$ cat src/rtl/rsp_pkg.sv
package rsp_pkg;

  localparam int CMD_W = 8;

  typedef enum logic [1:0] {
    PH_CMD,
    PH_WRITE,
    PH_READ
  } phase_t;

  // Stored width of a location: the example bank decodes addr[1:0];
  // the checksum and unbuilt locations are one byte wide.
  function automatic int reg_bits(input int addr, input int depth, input int csum_addr);
    if (addr < depth && addr != csum_addr) begin
      case (addr % 4)
        0:       return 8;
        1:       return 12;
        2:       return 16;
        default: return 24;
      endcase
    end
    return 8;
  endfunction

  // Serial length of a location, rounded up to whole bytes.
  function automatic int xfer_bits(input int width);
    return ((width + 7) / 8) * 8;
  endfunction

  function automatic int ones_in(input logic [31:0] w);
    int n;
    n = 0;
    for (int i = 0; i < 32; i++) n += int'(w[i]);
    return n;
  endfunction

endpackage

$ cat src/rtl/rsp_sync.sv
module rsp_sync #(
  parameter int W       = 1,
  parameter int STAGES  = 2,
  parameter logic [W-1:0] RST_VAL = '0
) (
  input  logic         clk,
  input  logic         rst_n,
  input  logic [W-1:0] d,
  output logic [W-1:0] q
);
  logic [W-1:0] stg [STAGES];

  always_ff @(posedge clk or negedge rst_n) begin
    if (!rst_n) begin
      for (int i = 0; i < STAGES; i++) stg[i] <= RST_VAL;
    end else begin
      stg[0] <= d;
      for (int i = 1; i < STAGES; i++) stg[i] <= stg[i-1];
    end
  end

  assign q = stg[STAGES-1];
endmodule

$ cat src/rtl/rsp_framer.sv
module rsp_framer
  import rsp_pkg::*;
#(
  parameter int ADDR_W     = 6,
  parameter int DATA_W     = 24,
  parameter int BANK_DEPTH = 8,
  parameter int CSUM_ADDR  = 63,
  localparam int CNT_W     = $clog2(DATA_W + 1)
) (
  input  logic              clk,
  input  logic              rst_n,
  input  logic              sclk_s,
  input  logic              cs_n_s,
  input  logic              sdi_s,
  input  logic [DATA_W-1:0] rd_word,
  output logic [ADDR_W-1:0] addr,
  output logic              wr_stb,
  output logic [DATA_W-1:0] wr_data,
  output logic              rd_done,
  output logic              sdo,
  output logic              sdo_oe,
  output logic              sclk_rise,
  output logic              cs_active,
  output logic [CNT_W-1:0]  bit_cnt
);
  phase_t             phase;
  logic               sclk_d;
  logic               sclk_fall;
  logic [CMD_W-2:0]   cmd_sr;
  logic [CNT_W-1:0]   nbits_q;
  logic [DATA_W-1:0]  data_sr;
  logic [DATA_W-1:0]  rd_aligned;

  assign cs_active  = ~cs_n_s;
  assign sclk_rise  = cs_active & sclk_s & ~sclk_d;
  assign sclk_fall  = cs_active & ~sclk_s & sclk_d;
  // Left-align the padded word so the first byte out is the top byte.
  assign rd_aligned = rd_word << (DATA_W - int'(nbits_q));

  always_ff @(posedge clk or negedge rst_n) begin
    if (!rst_n) sclk_d <= 1'b0;
    else        sclk_d <= sclk_s;
  end

  always_ff @(posedge clk or negedge rst_n) begin
    if (!rst_n) begin
      phase   <= PH_CMD;
      cmd_sr  <= '0;
      bit_cnt <= '0;
      nbits_q <= CNT_W'(CMD_W);
      addr    <= '0;
      data_sr <= '0;
      wr_stb  <= 1'b0;
      wr_data <= '0;
      rd_done <= 1'b0;
      sdo     <= 1'b0;
      sdo_oe  <= 1'b0;
    end else begin
      wr_stb  <= 1'b0;
      rd_done <= 1'b0;
      if (!cs_active) begin
        phase   <= PH_CMD;
        bit_cnt <= '0;
        sdo_oe  <= 1'b0;
      end else begin
        case (phase)
          PH_CMD: begin
            if (sclk_fall) begin
              cmd_sr <= {cmd_sr[CMD_W-3:0], sdi_s};
              if (bit_cnt == CNT_W'(CMD_W - 1)) begin
                addr    <= {cmd_sr[ADDR_W-2:0], sdi_s};
                nbits_q <= CNT_W'(xfer_bits(reg_bits(int'({cmd_sr[ADDR_W-2:0], sdi_s}),
                                                     BANK_DEPTH, CSUM_ADDR)));
                phase   <= cmd_sr[CMD_W-2] ? PH_WRITE : PH_READ;
                bit_cnt <= '0;
                data_sr <= '0;
              end else begin
                bit_cnt <= bit_cnt + 1'b1;
              end
            end
          end
          PH_WRITE: begin
            if (sclk_fall) begin
              data_sr <= {data_sr[DATA_W-2:0], sdi_s};
              if (bit_cnt == nbits_q - 1'b1) begin
                wr_stb  <= 1'b1;
                wr_data <= {data_sr[DATA_W-2:0], sdi_s};
                phase   <= PH_CMD;
                bit_cnt <= '0;
              end else begin
                bit_cnt <= bit_cnt + 1'b1;
              end
            end
          end
          PH_READ: begin
            if (sclk_rise) begin
              if (bit_cnt == '0) begin
                sdo     <= rd_aligned[DATA_W-1];
                data_sr <= rd_aligned << 1;
              end else begin
                sdo     <= data_sr[DATA_W-1];
                data_sr <= data_sr << 1;
              end
              sdo_oe  <= 1'b1;
              bit_cnt <= bit_cnt + 1'b1;
            end else if (sclk_fall && bit_cnt == nbits_q) begin
              rd_done <= 1'b1;
              sdo_oe  <= 1'b0;
              phase   <= PH_CMD;
              bit_cnt <= '0;
            end
          end
          default: phase <= PH_CMD;
        endcase
      end
    end
  end
endmodule

$ cat src/rtl/rsp_regbank.sv
module rsp_regbank
  import rsp_pkg::*;
#(
  parameter int ADDR_W     = 6,
  parameter int DATA_W     = 24,
  parameter int BANK_DEPTH = 8,
  parameter int CSUM_ADDR  = 63,
  parameter int CSUM_W     = 5
) (
  input  logic              clk,
  input  logic              rst_n,
  input  logic [ADDR_W-1:0] addr,
  input  logic              wr_stb,
  input  logic [DATA_W-1:0] wr_data,
  input  logic              rd_done,
  output logic [DATA_W-1:0] rd_word,
  output logic [CSUM_W-1:0] csum
);
  logic [DATA_W-1:0] bank_q [BANK_DEPTH];

  for (genvar i = 0; i < BANK_DEPTH; i++) begin : g_reg
    localparam int W = reg_bits(i, BANK_DEPTH, CSUM_ADDR);
    logic [W-1:0] r;
    logic         hit;
    assign hit = wr_stb && (addr == ADDR_W'(i)) && (i != CSUM_ADDR);
    always_ff @(posedge clk or negedge rst_n) begin
      if (!rst_n)   r <= '0;
      else if (hit) r <= wr_data[W-1:0];
    end
    assign bank_q[i] = DATA_W'(r);
  end

  always_comb begin
    rd_word = '0;
    for (int i = 0; i < BANK_DEPTH; i++) begin
      if (addr == ADDR_W'(i)) rd_word = bank_q[i];
    end
    if (addr == ADDR_W'(CSUM_ADDR)) rd_word = DATA_W'(csum);
  end

  always_ff @(posedge clk or negedge rst_n) begin
    if (!rst_n) csum <= '0;
    else if (rd_done && addr != ADDR_W'(CSUM_ADDR))
      csum <= CSUM_W'(ones_in(32'(rd_word)));
  end
endmodule

$ cat src/rtl/reg_serial_port.sv
module reg_serial_port #(
  parameter int ADDR_W      = 6,
  parameter int DATA_W      = 24,
  parameter int BANK_DEPTH  = 8,
  parameter int CSUM_ADDR   = 63,
  parameter int SYNC_STAGES = 2
) (
  input  logic clk,
  input  logic rst_n,
  input  logic sclk,
  input  logic cs_n,
  input  logic sdi,
  output logic sdo,
  output logic sdo_oe
);
  localparam int CNT_W  = $clog2(DATA_W + 1);
  localparam int CSUM_W = $clog2(DATA_W + 1);

  logic              sclk_s, cs_n_s, sdi_s;
  logic [ADDR_W-1:0] addr;
  logic              wr_stb, rd_done, sclk_rise, cs_active;
  logic [DATA_W-1:0] wr_data, rd_word;
  logic [CSUM_W-1:0] csum;
  logic [CNT_W-1:0]  bit_cnt;

  rsp_sync #(.W(3), .STAGES(SYNC_STAGES), .RST_VAL(3'b010)) u_sync (
    .clk(clk), .rst_n(rst_n),
    .d({sclk, cs_n, sdi}),
    .q({sclk_s, cs_n_s, sdi_s})
  );

  rsp_framer #(
    .ADDR_W(ADDR_W), .DATA_W(DATA_W), .BANK_DEPTH(BANK_DEPTH), .CSUM_ADDR(CSUM_ADDR)
  ) u_framer (
    .clk(clk), .rst_n(rst_n),
    .sclk_s(sclk_s), .cs_n_s(cs_n_s), .sdi_s(sdi_s),
    .rd_word(rd_word), .addr(addr),
    .wr_stb(wr_stb), .wr_data(wr_data), .rd_done(rd_done),
    .sdo(sdo), .sdo_oe(sdo_oe),
    .sclk_rise(sclk_rise), .cs_active(cs_active), .bit_cnt(bit_cnt)
  );

  rsp_regbank #(
    .ADDR_W(ADDR_W), .DATA_W(DATA_W), .BANK_DEPTH(BANK_DEPTH),
    .CSUM_ADDR(CSUM_ADDR), .CSUM_W(CSUM_W)
  ) u_bank (
    .clk(clk), .rst_n(rst_n),
    .addr(addr), .wr_stb(wr_stb), .wr_data(wr_data), .rd_done(rd_done),
    .rd_word(rd_word), .csum(csum)
  );
endmodule

$ cat config.mk
export PLATFORM = sky130hd
export DESIGN_NAME = reg_serial_port
export DESIGN_NICKNAME = d
export VERILOG_FILES = /design/src/rtl/rsp_pkg.sv /design/src/rtl/rsp_sync.sv /design/src/rtl/rsp_framer.sv /design/src/rtl/rsp_regbank.sv /design/src/rtl/reg_serial_port.sv
export SDC_FILE = /design/constraint.sdc
export NUM_CORES = 1
export LEC_CHECK = 0
export BUFFER_PORTS_ARGS = -buffer_cell sky130_fd_sc_hd__buf_2
export CAP_MARGIN = 5
export CORE_MARGIN = 1.5
export CORE_UTILIZATION = 55
export DETAILED_ROUTE_END_ITERATION = 10
export HOLD_SLACK_MARGIN = 0.08
export PLACE_DENSITY = 0.82
export SETUP_SLACK_MARGIN = 0.2
export SKIP_CTS_REPAIR_TIMING = 1
export SLEW_MARGIN = 20
export SYNTH_ARGS = -nofsm -noshare
export SYNTH_HDL_FRONTEND = slang
export SYNTH_HIERARCHICAL = 1
export SYNTH_SLANG_ARGS = --single-unit
$ cat constraint.sdc
create_clock -name clk -period 6.43 [get_ports clk]
set_input_delay 1.286 -clock clk [delete_from_list [all_inputs] [get_ports clk]]
set_output_delay 1.286 -clock clk [all_outputs]
set_load 0.02 [all_outputs]
==> results.md, run 1 <==
* Number of clock buffers inserted by TritonCTS at 22
* Count of state elements after synthesis at 206
* Library cell with the largest summed area after synthesis: sky130_fd_sc_hd__dfrtp_1
* Number of rows created at floorplan at slightly below 50
* Worst Max-Slew Pin Slew at ~1100 ps
* Top cells by area in the synthesized netlist: sky130_fd_sc_hd__dfrtp_1, sky130_fd_sc_hd__mux2_2, sky130_fd_sc_hd__fa_1, sky130_fd_sc_hd__mux2_4, sky130_fd_sc_hd__a22oi_1
* FILL cells at 1,323
* Vertical extent of the die at 139 µm
* RSZ-0062 raised after global routing: false
* Async set-or-reset flop fraction in the synthesized netlist at 100%
* DRT Pass-1 Iters at 6
* Overall fraction of global-route tracks in use at 23.9%
* Post-Place Cells at 1,014
* Proportion of synthesized chip area in sequential cells at 50.4%
* Met2 track demand over resource in global routing at 37.8%
* Post-CTS clock slew at the launch and capture registers of the worst setup and hold paths at 60 ps
* Max-slew violation total from the final report at 0
* Max-capacitance violation count at 0
* I/O pin total at 7
* Number of nets in the layout at between 800 and 900
* Total die area at 0.0194 mm²
* Data arrival at the endpoint of the critical path at 6230 ps
* Maximum clock frequency at 172 MHz
* Type of the setup path with the least slack: reg2reg
* H-tree depth at 1
* Area of the core at 0.0181 mm²
* Number of instances in the synthesized netlist at 810
* Antenna violations before repair at 0
* Cell Count, Final, Fillers Out at between 1,000 and 1,500
* Worst R2R Path Depth at 19
* Global-route wire length before repair at 37,000 µm
* Via count of the first global-routing pass at 6,814
* Clock tree from TritonCTS: done
* Via density per instance at 6.28
* Horizontal extent of the die at roughly 140 µm
* Maximum fanout encountered on the critical timing path at 11
* Number of synthesized flops with an enable pin at 0
* Number of DRC markers in iteration 0 at 581
* Power per standard cell area at 252 mW/mm²
* Vias at 6,619
* Average footprint of a synthesized cell at between 10 and 15 µm²
* Final weighted congestion of routability-driven global placement at 0.938
* Buffer type at the clock tree root: sky130_fd_sc_hd__clkbuf_16
* Number of warnings printed during yosys synthesis at 6
* Average detailed-routed wire length per instance at 21.2 µm
* Cell with the most instances after synthesis: sky130_fd_sc_hd__dfrtp_1
* Number of remaining DRC errors at 0
* Synth top cells by count: sky130_fd_sc_hd__dfrtp_1, sky130_fd_sc_hd__mux2_2, sky130_fd_sc_hd__nand2_1
* Detailed placement HPWL at 14,600 µm
* Category of the worst setup path launch point: register
* Required arrival time at the worst endpoint at a little under 7000 ps
* Relative slew slack at 26.0%
* VDD IR max at ~250 µV
* Area growth, synth to finish at 9.62%
* Initial cell density of the core at between 50% and 60%
* Result of the run: complete, no violations
* Crit path time final at just under 6000 ps
* Global routing's busiest layer: met2
* Most used flip-flop cell after synthesis: sky130_fd_sc_hd__dfrtp_1
* Routing usage on met3 at 4.47%
* Fin crit share at 90.4%
* Proportion of layout cells with a drive suffix above 1 at 31.5%
* Setup-violating endpoint count in the final report at 0
* Storage element area at 0.00516 mm²
* Maximum clock path buffer count at 3
* Distinct cells, synth at 61
* Synth Net Count at ~840
* Antenna Diode Count at 0
* Global-route track usage on met1 at 33.3%
* Cell area after synthesis at 0.0102 mm²
* Nature of the critical path endpoint: register
* Congestion Overflow GR at 0
* Clock tree skew after final layout at 17.8 ps
* CTS sink count at just over 200
* HP Class: reg2reg
* Largest net degree at the start of global routing at 113
* Post-layout worst setup margin at slightly above 600 ps
* Static leakage at 5.44 nW
* Buffers on Ports at 6
* Aggregate negative setup slack at 0 ps
* Clock latency on the worst-skew pair at 520 ps
* WHS Path Cells at 0
* Remaining antenna violation count after routing at 0
* Share of the synthesized area in the top cell type at 49.7%
* Final hold violation count at 0
* Aggregate routed wire length at between 20,000 and 25,000 µm
* Placement Setup Slack at approximately 700 ps
* Area of combinational cells with multiple inputs at 0.00466 mm²
[state kept, by name, summed over array words and instances (netlist names), 3 cells and up]
name and cells:
u_bank/g.r 120, u_framer/data_sr 24, u_framer/wr_data 24, u_framer/cmd_sr 7
u_framer/addr 6, u_bank/csum 5, u_framer/bit_cnt 5, u_sync/q 3
u_sync/stg 3
[final cells by class]
type	instances	share of cell area (%)
multi-input combinational	514	41.6
clock buffer	35	6.15
tap	229	2.56
sequential	206	46.0
timing repair buffer	22	1.42
inverter	43	1.44
clock inverter	5	0.826
[cells in the final DEF (no fill, tap or decap), types with 7 or more instances in the layout]
cell type | Yosys | layout
sky130_fd_sc_hd__buf_4 | 8 | 16
sky130_fd_sc_hd__inv_1 | 43 | 43
sky130_fd_sc_hd__a22o_1 | 9 | 9
sky130_fd_sc_hd__a21oi_1 | 13 | 13
sky130_fd_sc_hd__ha_1 | 12 | 12
sky130_fd_sc_hd__mux2_2 | 158 | 158
sky130_fd_sc_hd__a2bb2oi_1 | 10 | 10
sky130_fd_sc_hd__fa_1 | 17 | 17
sky130_fd_sc_hd__a22oi_1 | 29 | 29
sky130_fd_sc_hd__mux2i_1 | 16 | 16
sky130_fd_sc_hd__o22ai_1 | 7 | 7
sky130_fd_sc_hd__nand2b_1 | 7 | 7
sky130_fd_sc_hd__mux2_4 | 20 | 20
sky130_fd_sc_hd__dfrtp_1 | 203 | 203
sky130_fd_sc_hd__nand2_1 | 53 | 53
sky130_fd_sc_hd__clkbuf_16 | 0 | 22
sky130_fd_sc_hd__o21ai_0 | 42 | 42
sky130_fd_sc_hd__clkbuf_8 | 0 | 10
sky130_fd_sc_hd__nor2_1 | 19 | 18
[critical path, cell delays in order (launching register included)]
cell and delay (ps):
sky130_fd_sc_hd__dfrtp_1 440, sky130_fd_sc_hd__or4b_1 830, sky130_fd_sc_hd__nor2_8 320, sky130_fd_sc_hd__buf_4 230, sky130_fd_sc_hd__a22oi_1 100, sky130_fd_sc_hd__o21ai_0 220
sky130_fd_sc_hd__fa_1 510, sky130_fd_sc_hd__inv_1 80, sky130_fd_sc_hd__fa_1 420, sky130_fd_sc_hd__fa_1 490, sky130_fd_sc_hd__inv_1 50, sky130_fd_sc_hd__fa_1 450
sky130_fd_sc_hd__fa_1 500, sky130_fd_sc_hd__ha_1 170, sky130_fd_sc_hd__inv_1 70, sky130_fd_sc_hd__fa_1 410, sky130_fd_sc_hd__inv_1 80, sky130_fd_sc_hd__a21o_1 100
sky130_fd_sc_hd__a21oi_1 60, sky130_fd_sc_hd__o21ai_0 180
[where the power goes]
group / total, W / internal, W / switching [W]
logic: 0.000128 / 0.0000515 / 0.0000761
registers: 0.00136 / 0.00132 / 0.0000334
clock network: 0.00134 / 0.000817 / 0.000519
[kinds of logic (layout without fill, tap and decap cells)]
group                    Yosys count  count (layout)  synth area share [%]
adder cells (fa/ha/maj)           29              29                  4.80
XOR/XNOR                           5               5                 0.428
buffers and inverters             90             105                  4.11
flip-flops                       206             206                  50.4
AND/OR/NAND/NOR                  131             131                  6.80
AO/OA/AOI/OAI                    149             149                  10.2
multiplexers                     200             200                  23.2
[layer usage]
metal / routed length (µm) / share of wire [%]
met1: 9730 / 43
met5: 0 / 0
met3: 1420 / 6.4
met4: 684 / 3.1
met2: 10600 / 47
[final timing paths]
kind | startpoint | endpoint | slack (ps)
worst max-delay path | u_framer/addr[5] | u_bank/csum[4] | 620
worst max register to register | u_framer/addr[5] | u_bank/csum[4] | 620
worst min-delay path | u_sync/stg[3] | u_sync/q[0] | 350
min in group asynchronous | rst_n | u_bank/g_reg[2].r[6] | 890
max in group asynchronous | rst_n | u_framer/wr_data[20] | 4190
worst min register to register | u_sync/stg[3] | u_sync/q[0] | 350
[stage by stage]
stage	total power, W	hold slack, ps	util (%)	instance area (µm²)
after floorplan	0.00145	331	-	10200
after CTS	0.00284	357	62.0	11200
after global placement	0.00150	343	57.6	10400
after global routing	0.00291	362	62.0	11200
after detailed placement	0.00151	337	57.6	10400
final	0.00282	351	62.0	11200
Note: power is estimated with default switching activity, not from simulation.
==> inputs of run 2 (changes only) <==
BUFFER_PORTS_ARGS = not set   (was -buffer_cell sky130_fd_sc_hd__buf_2)
CORE_MARGIN = 4   (was 1.5)
DONT_BUFFER_PORTS = 1   (was not set)
PLACE_DENSITY = 0.81   (was 0.82)
clock period = 6 ns   (was 6.43 ns; I/O delays follow)
==> results.md, run 2 (synthesis gave the netlist of run 1 again) <==
* Overall fraction of global-route tracks in use at 22.3% (was 23.9%)
* Power per standard cell area at 261 mW/mm² (was 252 mW/mm²)
* Setup-violating endpoint count in the final report at 0 (unchanged)
* Area of the core at 0.0181 mm² (about the same)
* Aggregate routed wire length at 22,200 µm (was 22,400 µm)
* Number of rows created at floorplan at 49 (unchanged)
* Critical-path cell with the highest stage delay: sky130_fd_sc_hd__or4_1 (was sky130_fd_sc_hd__or4b_1)
* Crit-path most repeated cell: sky130_fd_sc_hd__fa_1 (unchanged)
* Via density per instance at 6.19 (was 6.28)
* HP Class: reg2reg (unchanged)
* Final weighted congestion of routability-driven global placement at 0.867 (was 0.938)
* Placement Setup Slack at 401 ps (was 716 ps)
* I/O pin total at 7 (unchanged)
* DRT Pass-1 Iters at 5 (was 6)
* Biggest register: u_bank/g.r (unchanged)
* Required arrival time at the worst endpoint at 6430 ps (was 6850 ps)
* Antenna Diode Count at 0 (unchanged)
* Via count of the first global-routing pass at 6,746 (was 6,814)
* Maximum clock path buffer count at 3 (unchanged)
* Fin crit share at 92.6% (was 90.4%)
* Largest net degree at the start of global routing at 207 (was 113)
* Post-CTS clock slew at the launch and capture registers of the worst setup and hold paths at 60 ps (about the same)
* Max-slew violation total from the final report at 0 (unchanged)
* Aggregate negative setup slack at 0 ps (unchanged)
* Commonest non-fill, non-tap cells in the layout: sky130_fd_sc_hd__dfrtp_1, sky130_fd_sc_hd__mux2_2, sky130_fd_sc_hd__nand2_1, sky130_fd_sc_hd__inv_1, sky130_fd_sc_hd__o21ai_0 (unchanged)
* Antenna violations before repair at 0 (unchanged)
* Worst Max-Slew Pin Slew at 1070 ps (was 1100 ps)
* Max-capacitance violation count at 0 (unchanged)
* Cell chain of the critical path: or4_1 -> nor2_2 -> a222oi_1 -> o21ai_0 -> fa_1 -> inv_1 -> fa_1 -> fa_1 -> inv_1 -> fa_1 -> fa_1 -> ha_1 -> inv_1 -> fa_1 -> inv_1 -> a21o_1 -> a21oi_1 -> o21ai_0 (was or4b_1 -> nor2_8 -> buf_4 -> a22oi_1 -> o21ai_0 -> fa_1 -> inv_1 -> fa_1 -> fa_1 -> inv_1 -> fa_1 -> fa_1 -> ha_1 -> inv_1 -> fa_1 -> inv_1 -> a21o_1 -> a21oi_1 -> o21ai_0)
* Post-layout worst setup margin at 445 ps (was 616 ps)
* WP depth at 18 (was 19)
* Net switching component of the power at 0.000643 W (was 0.000628 W)
* H-tree depth at 1 (unchanged)
* Horizontal extent of the die at 144 µm (was 139 µm)
* Cell area after layout at 0.0112 mm² (about the same)
* WHS Path Cells at 0 (unchanged)
* Number of DRC markers in iteration 0 at 569 (was 581)
* Worst path bufs/invs at 4 (was 5)
* Worst R2R Path Depth at 18 (was 19)
* Final hold violation count at 0 (unchanged)
* Initial cell density of the core at 56.3% (was 56.5%)
* Share of total power in sequential cells at 49.8% (was 48.1%)
* Area post-placement at 0.0105 mm² (was 0.0104 mm²)
* Number of clock buffers inserted by TritonCTS at 23 (was 22)
* Portion of total power attributed to the clock network at 46.5% (was 47.4%)
* Buffer type at the clock tree root: sky130_fd_sc_hd__clkbuf_16 (unchanged)
* Switching portion of total power at 22.0% (was 22.3%)
* Share of total power in combinational logic at 3.7% (was 4.5%)
* Final Total Pwr at 0.00292 W (was 0.00282 W)
* Peak per-stage delay on the critical path at 690 ps (was 830 ps)
* Commonest non-fill, non-tap cell in the layout: sky130_fd_sc_hd__dfrtp_1 (unchanged)
* Largest registers: u_bank/g.r (120), u_framer/data_sr (24), u_framer/wr_data (24) (unchanged)
* Congestion Overflow GR at 0 (unchanged)
* Buffers on Ports at 0 (was 6)
* Maximum clock frequency at 180 MHz (was 172 MHz)
* Clock tree from TritonCTS: done (unchanged)
* Total die area at 0.0208 mm² (was 0.0194 mm²)
* Result of the run: complete, no violations (unchanged)
* Proportion of layout cells with a drive suffix above 1 at 32.2% (was 31.5%)
* Clock latency on the worst-skew pair at 510 ps (was 520 ps)
* Relative slew slack at 28.5% (was 26.0%)
* Data arrival at the endpoint of the critical path at 5980 ps (was 6230 ps)
* VDD IR max at 318 µV (was 251 µV)
* Number of remaining DRC errors at 0 (unchanged)
* Type of the setup path with the least slack: reg2reg (unchanged)
* CTS sink count at 206 (unchanged)
* Global-route wire length before repair at 36,700 µm (was 37,000 µm)
* Category of the worst setup path launch point: register (unchanged)
* Internal Power at 0.00228 W (was 0.00219 W)
* Clock tree skew after final layout at 10.5 ps (was 17.8 ps)
* Flip-flop count of the largest register after layout at 120 (unchanged)
* Area growth, synth to finish at 9.75% (was 9.62%)
* Maximum fanout encountered on the critical timing path at 6 (was 11)
* Detailed placement HPWL at 14,500 µm (was 14,600 µm)
* Family of cells with the greatest summed delay on the critical path: adder cells (unchanged)
* Number of nets in the layout at 846 (was 843)
* Remaining antenna violation count after routing at 0 (unchanged)
* Vias at 6,548 (was 6,619)
* Static leakage at 5.44 nW (about the same)
* Vertical extent of the die at 144 µm (was 139 µm)
* Nature of the critical path endpoint: register (unchanged)
* RSZ-0062 raised after global routing: false (unchanged)
* Crit path time final at 5560 ps (was 5810 ps)
* Final Hold Slack at 356 ps (was 351 ps)
* Average detailed-routed wire length per instance at 21.0 µm (was 21.2 µm)
-- run 2: changes by cell type in the layout (fill, tap and decap cells not counted), moves of 2 or more --
cell	change
sky130_fd_sc_hd__clkbuf_8	-2
sky130_fd_sc_hd__buf_2	-5
sky130_fd_sc_hd__clkinvlp_4	+2
sky130_fd_sc_hd__buf_4	+7
sky130_fd_sc_hd__clkbuf_1	-2
sky130_fd_sc_hd__bufinv_16	-2
sky130_fd_sc_hd__clkinv_2	+2
-- run 2: power by group through the flow --
stage          Clock, W  Combinational [W]  Sequential (W)
2_1_floorplan         0          0.0000977         0.00146
3_3_place_gp          0           0.000103         0.00148
3_5_place_dp          0           0.000107         0.00148
4_1_cts         0.00139           0.000107         0.00146
5_1_grt         0.00146           0.000119         0.00146
6_report        0.00136           0.000108         0.00146
-- run 2: stage by stage --
step	util, %	cells
5_1_grt	61.8	1057
3_3_place_gp	57.6	1016
3_5_place_dp	57.6	1016
6_report	61.8	1057
4_1_cts	61.8	1057
2_1_floorplan	-	810
-- run 2: final cells by class --
| cell class | instances | area, µm² |
|---|---|---|
| Clock buffer | 33 | 693 |
| Tap cell | 229 | 287 |
| Inverter | 43 | 161 |
| Clock inverter | 8 | 61.3 |
| Fill cell | 1360 | 6920 |
| Timing Repair Buffer | 24 | 193 |
| Multi-Input combinational cell | 514 | 4670 |
| Sequential cell | 206 | 5160 |
-- run 2: worst reg2reg max path, stage by stage (launching register included) --
cell	delay, ps
sky130_fd_sc_hd__dfrtp_1	440
sky130_fd_sc_hd__or4_1	690
sky130_fd_sc_hd__nor2_2	160
sky130_fd_sc_hd__a222oi_1	110
sky130_fd_sc_hd__o21ai_0	570
sky130_fd_sc_hd__fa_1	530
sky130_fd_sc_hd__inv_1	70
sky130_fd_sc_hd__fa_1	430
sky130_fd_sc_hd__fa_1	500
sky130_fd_sc_hd__inv_1	50
sky130_fd_sc_hd__fa_1	450
sky130_fd_sc_hd__fa_1	500
sky130_fd_sc_hd__ha_1	160
sky130_fd_sc_hd__inv_1	60
sky130_fd_sc_hd__fa_1	390
sky130_fd_sc_hd__inv_1	70
sky130_fd_sc_hd__a21o_1	100
sky130_fd_sc_hd__a21oi_1	50
sky130_fd_sc_hd__o21ai_0	140
-- run 2: routing by layer --
layer / global-route usage [%] / wire, µm / vias to the layer above
met5: 0 / 0 / -
met4: 6.92 / 528 / 0
met3: 3.57 / 1340 / 40
met2: 35.8 / 10900 / 221
met1: 31.5 / 9430 / 3350
li1: - / - / 2937
-- run 2: path summary, 6_finish.rpt --
| check | slack (ps) | startpoint | endpoint |
|---|---|---|---|
| setup reg to reg | 440 | u_framer/addr[5] | u_bank/csum[4] |
| max in group asynchronous | 5290 | rst_n | u_sync/q[1] |
| hold / removal | 360 | u_sync/stg[4] | u_sync/q[1] |
| min in group asynchronous | 390 | rst_n | u_bank/g_reg[1].r[6] |
| hold reg to reg | 360 | u_sync/stg[4] | u_sync/q[1] |
| setup / recovery | 440 | u_framer/addr[5] | u_bank/csum[4] |
==> inputs of run 3 (changes only) <==
SYNTH_HIERARCHICAL = not set   (was 1)
==> results.md, run 3 <==
* Result of the run: complete, no violations (unchanged)
* Detailed placement HPWL at 15,000 µm (was 14,500 µm)
* Max-capacitance violation count at 0 (unchanged)
* H-tree depth at 1 (unchanged)
* Family of cells with the greatest summed delay on the critical path: adder cells (unchanged)
* Maximum clock frequency at 179 MHz (was 180 MHz)
* Number of DRC markers in iteration 0 at 569 (unchanged)
* Aggregate routed wire length at 23,200 µm (was 22,200 µm)
* Global routing's busiest layer: met2 (unchanged)
* Worst path bufs/invs at 6 (was 4)
* Max-slew violation total from the final report at 0 (unchanged)
* Share of total power in sequential cells at 48.6% (was 49.8%)
* Final hold violation count at 0 (unchanged)
* Type of the setup path with the least slack: reg2reg (unchanged)
* Antenna Diode Count at 0 (unchanged)
* Buffers on Ports at 0 (unchanged)
* Clock tree from TritonCTS: done (unchanged)
* HP Class: reg2reg (unchanged)
* Required arrival time at the worst endpoint at 6430 ps (about the same)
* Number of synthesized flops with an enable pin at 0 (unchanged)
* Initial cell density of the core at 56.2% (was 56.3%)
* Category of the worst setup path launch point: register (unchanged)
* Antenna violations before repair at 0 (unchanged)
* Share of the synthesized area in the top cell type at 49.9% (was 49.7%)
* Via count of the first global-routing pass at 6,835 (was 6,746)
* Worst Max-Slew Pin Slew at 953 ps (was 1070 ps)
* Number of remaining DRC errors at 0 (unchanged)
* Nature of the critical path endpoint: register (unchanged)
* Setup-violating endpoint count in the final report at 0 (unchanged)
* Synth top cells by count: sky130_fd_sc_hd__dfrtp_1, sky130_fd_sc_hd__mux2_2, sky130_fd_sc_hd__inv_1 (was sky130_fd_sc_hd__dfrtp_1, sky130_fd_sc_hd__mux2_2, sky130_fd_sc_hd__nand2_1)
* DRT Pass-1 Iters at 5 (unchanged)
* Synth Net Count at 824 (was 844)
* Routing usage on met3 at 3.67% (was 3.57%)
* Cell area after synthesis at 0.0102 mm² (about the same)
* Async set-or-reset flop fraction in the synthesized netlist at 100% (unchanged)
* Critical-path cell with the highest stage delay: sky130_fd_sc_hd__fa_1 (was sky130_fd_sc_hd__or4_1)
* Flip-flop count of the largest register after layout at 120 (unchanged)
* Remaining antenna violation count after routing at 0 (unchanged)
* Portion of total power attributed to the clock network at 47.3% (was 46.5%)
* Static leakage at 5.36 nW (was 5.44 nW)
* Buffer type at the clock tree root: sky130_fd_sc_hd__clkbuf_16 (unchanged)
* Met2 track demand over resource in global routing at 35.9% (was 35.8%)
* Vertical extent of the die at 144 µm (about the same)
* Crit path time final at 5580 ps (was 5560 ps)
* Number of nets in the layout at 836 (was 846)
* Most used flip-flop cell after synthesis: sky130_fd_sc_hd__dfrtp_1 (unchanged)
* Total die area at 0.0207 mm² (was 0.0208 mm²)
* Global-route wire length before repair at 37,400 µm (was 36,700 µm)
* Proportion of layout cells with a drive suffix above 1 at 35.0% (was 32.2%)
* Fin crit share at 93.0% (was 92.6%)
* Cell with the most instances after synthesis: sky130_fd_sc_hd__dfrtp_1 (unchanged)
* Average detailed-routed wire length per instance at 22.3 µm (was 21.0 µm)
* Power per standard cell area at 264 mW/mm² (was 261 mW/mm²)
* Global-route track usage on met1 at 32.7% (was 31.5%)
* Share of total power in combinational logic at 4.1% (was 3.7%)
* Final weighted congestion of routability-driven global placement at 0.980 (was 0.867)
* Number of instances in the synthesized netlist at 788 (was 810)
* Horizontal extent of the die at 144 µm (about the same)
* Largest registers: u_bank.g.r (120), u_framer.data_sr (24), u_framer.wr_data (24) (was u_bank/g.r (120), u_framer/data_sr (24), u_framer/wr_data (24))
* VDD IR max at 274 µV (was 318 µV)
* Count of state elements after synthesis at 206 (unchanged)
* Vias at 6,593 (was 6,548)
* Number of rows created at floorplan at 49 (unchanged)
* Commonest non-fill, non-tap cells in the layout: sky130_fd_sc_hd__dfrtp_1, sky130_fd_sc_hd__mux2_2, sky130_fd_sc_hd__inv_1, sky130_fd_sc_hd__a22oi_1, sky130_fd_sc_hd__o21ai_0 (was sky130_fd_sc_hd__dfrtp_1, sky130_fd_sc_hd__mux2_2, sky130_fd_sc_hd__nand2_1, sky130_fd_sc_hd__inv_1, sky130_fd_sc_hd__o21ai_0)
* Storage element area at 0.00516 mm² (about the same)
* Internal Power at 0.00234 W (was 0.00228 W)
* Maximum fanout encountered on the critical timing path at 7 (was 6)
* Largest net degree at the start of global routing at 207 (unchanged)
* Peak per-stage delay on the critical path at 540 ps (was 690 ps)
* Number of warnings printed during yosys synthesis at 0 (was 6)
* Number of clock buffers inserted by TritonCTS at 22 (was 23)
* FILL cells at 1,323 (was 1,360)
* Biggest register: u_bank.g.r (was u_bank/g.r)
* Area growth, synth to finish at 11.2% (was 9.75%)
* Congestion Overflow GR at 0 (unchanged)
* Library cell with the largest summed area after synthesis: sky130_fd_sc_hd__dfrtp_1 (unchanged)
* Relative slew slack at 36.5% (was 28.5%)
* RSZ-0062 raised after global routing: false (unchanged)
* Cell chain of the critical path: buf_8 -> mux4_2 -> mux2_2 -> nand2_1 -> inv_1 -> fa_1 -> inv_1 -> fa_1 -> fa_1 -> inv_2 -> fa_1 -> inv_1 -> fa_1 -> fa_2 -> fa_2 -> inv_2 -> a21o_1 -> a21oi_1 -> o21ai_1 (was or4_1 -> nor2_2 -> a222oi_1 -> o21ai_0 -> fa_1 -> inv_1 -> fa_1 -> fa_1 -> inv_1 -> fa_1 -> fa_1 -> ha_1 -> inv_1 -> fa_1 -> inv_1 -> a21o_1 -> a21oi_1 -> o21ai_0)
* Average footprint of a synthesized cell at 12.9 µm² (was 12.6 µm²)
* Clock latency on the worst-skew pair at 500 ps (was 510 ps)
* Post-CTS clock slew at the launch and capture registers of the worst setup and hold paths at 60 ps (about the same)
* Via density per instance at 6.32 (was 6.19)
* Area of combinational cells with multiple inputs at 0.00467 mm² (about the same)
* CTS sink count at 206 (unchanged)
* Proportion of synthesized chip area in sequential cells at 50.7% (was 50.4%)
* Commonest non-fill, non-tap cell in the layout: sky130_fd_sc_hd__dfrtp_1 (unchanged)
* Data arrival at the endpoint of the critical path at 6000 ps (was 5980 ps)
* Distinct cells, synth at 78 (was 61)
* Clock tree skew after final layout at 11.3 ps (was 10.5 ps)
* Core occupancy in the finished layout at 62.5% (was 61.8%)
* Maximum clock path buffer count at 3 (unchanged)
* Area of the core at 0.0181 mm² (about the same)
* Top cells by area in the synthesized netlist: sky130_fd_sc_hd__dfrtp_1, sky130_fd_sc_hd__mux2_2, sky130_fd_sc_hd__fa_1, sky130_fd_sc_hd__mux4_2, sky130_fd_sc_hd__a22oi_1 (was sky130_fd_sc_hd__dfrtp_1, sky130_fd_sc_hd__mux2_2, sky130_fd_sc_hd__fa_1, sky130_fd_sc_hd__mux2_4, sky130_fd_sc_hd__a22oi_1)
* Overall fraction of global-route tracks in use at 22.9% (was 22.3%)
* I/O pin total at 7 (unchanged)
* Net switching component of the power at 0.000649 W (was 0.000643 W)
* Crit-path most repeated cell: sky130_fd_sc_hd__fa_1 (unchanged)
* Aggregate negative setup slack at 0 ps (unchanged)
* Switching portion of total power at 21.7% (was 22.0%)
## run 3: cell count changes in the layout (fill, tap and decap cells not counted), moves of 8 or more
cell,change
sky130_fd_sc_hd__nand3_1,+9
sky130_fd_sc_hd__o21ai_0,-14
sky130_fd_sc_hd__nor2_1,+8
sky130_fd_sc_hd__mux2_4,-20
sky130_fd_sc_hd__nand2_1,-27
sky130_fd_sc_hd__mux2i_1,-10
sky130_fd_sc_hd__a2bb2oi_1,-10
sky130_fd_sc_hd__mux2_2,+12
## run 3: per-layer routing
layer	routed length (µm)	vias to the layer above
met1	10000	3374
met2	11100	251
met4	711	0
met5	0	-
met3	1480	51
li1	-	2917
## run 3: cell families after synthesis
family	share of synthesized area [%]
DFF	50.7
muxes	22.3
AOI/OAI and AO/OA	10.6
and+or+nand+nor	7.21
buffers and inverters	3.72
adders and majority gates	5.07
xor gates and xnor gates	0.431
## run 3: power by group through the flow
stage	Combinational, W	Sequential (W)	Clock (W)
floorplan	0.0000953	0.00146	0
global placement	0.000111	0.00147	0
detailed placement	0.000114	0.00148	0
CTS	0.000116	0.00145	0.00143
global route	0.000138	0.00145	0.00149
finish	0.000122	0.00145	0.00141
## run 3: final timing paths
| path | cells past startpoint | end | slack [ps] | start |
|---|---|---|---|---|
| max | 19 | u_bank.csum[4] | 420 | u_framer.addr[0] |
| min | 0 | u_sync.q[0] | 350 | u_sync.stg[3] |
| max reg2reg | 19 | u_bank.csum[4] | 420 | u_framer.addr[0] |
| min reg2reg | 0 | u_sync.q[0] | 350 | u_sync.stg[3] |
| max in group asynchronous | 0 | u_framer.data_sr[14] | 5300 | rst_n |
| min in group asynchronous | 0 | u_bank.g_reg[3].r[5] | 400 | rst_n |
## run 3: stage by stage
step	worst slack, ps	cells	power [W]	cell area, µm²	hold WS (ps)
after floorplan	245	788	0.00156	10200	331
after global placement	272	999	0.00158	10400	335
after detailed placement	173	999	0.00159	10400	335
after CTS	145	1037	0.00300	11200	352
after global routing	195	1043	0.00308	11300	355
final	422	1043	0.00298	11300	352
## run 3: layout make-up
type | instances | share of cell area, %
Tap cell | 229 | 2.53
Inverter | 42 | 1.39
Clock buffer | 30 | 5.85
Timing Repair Buffer | 29 | 2.37
Clock inverter | 8 | 0.896
Sequential cell | 206 | 45.6
Multi-Input combinational cell | 499 | 41.3
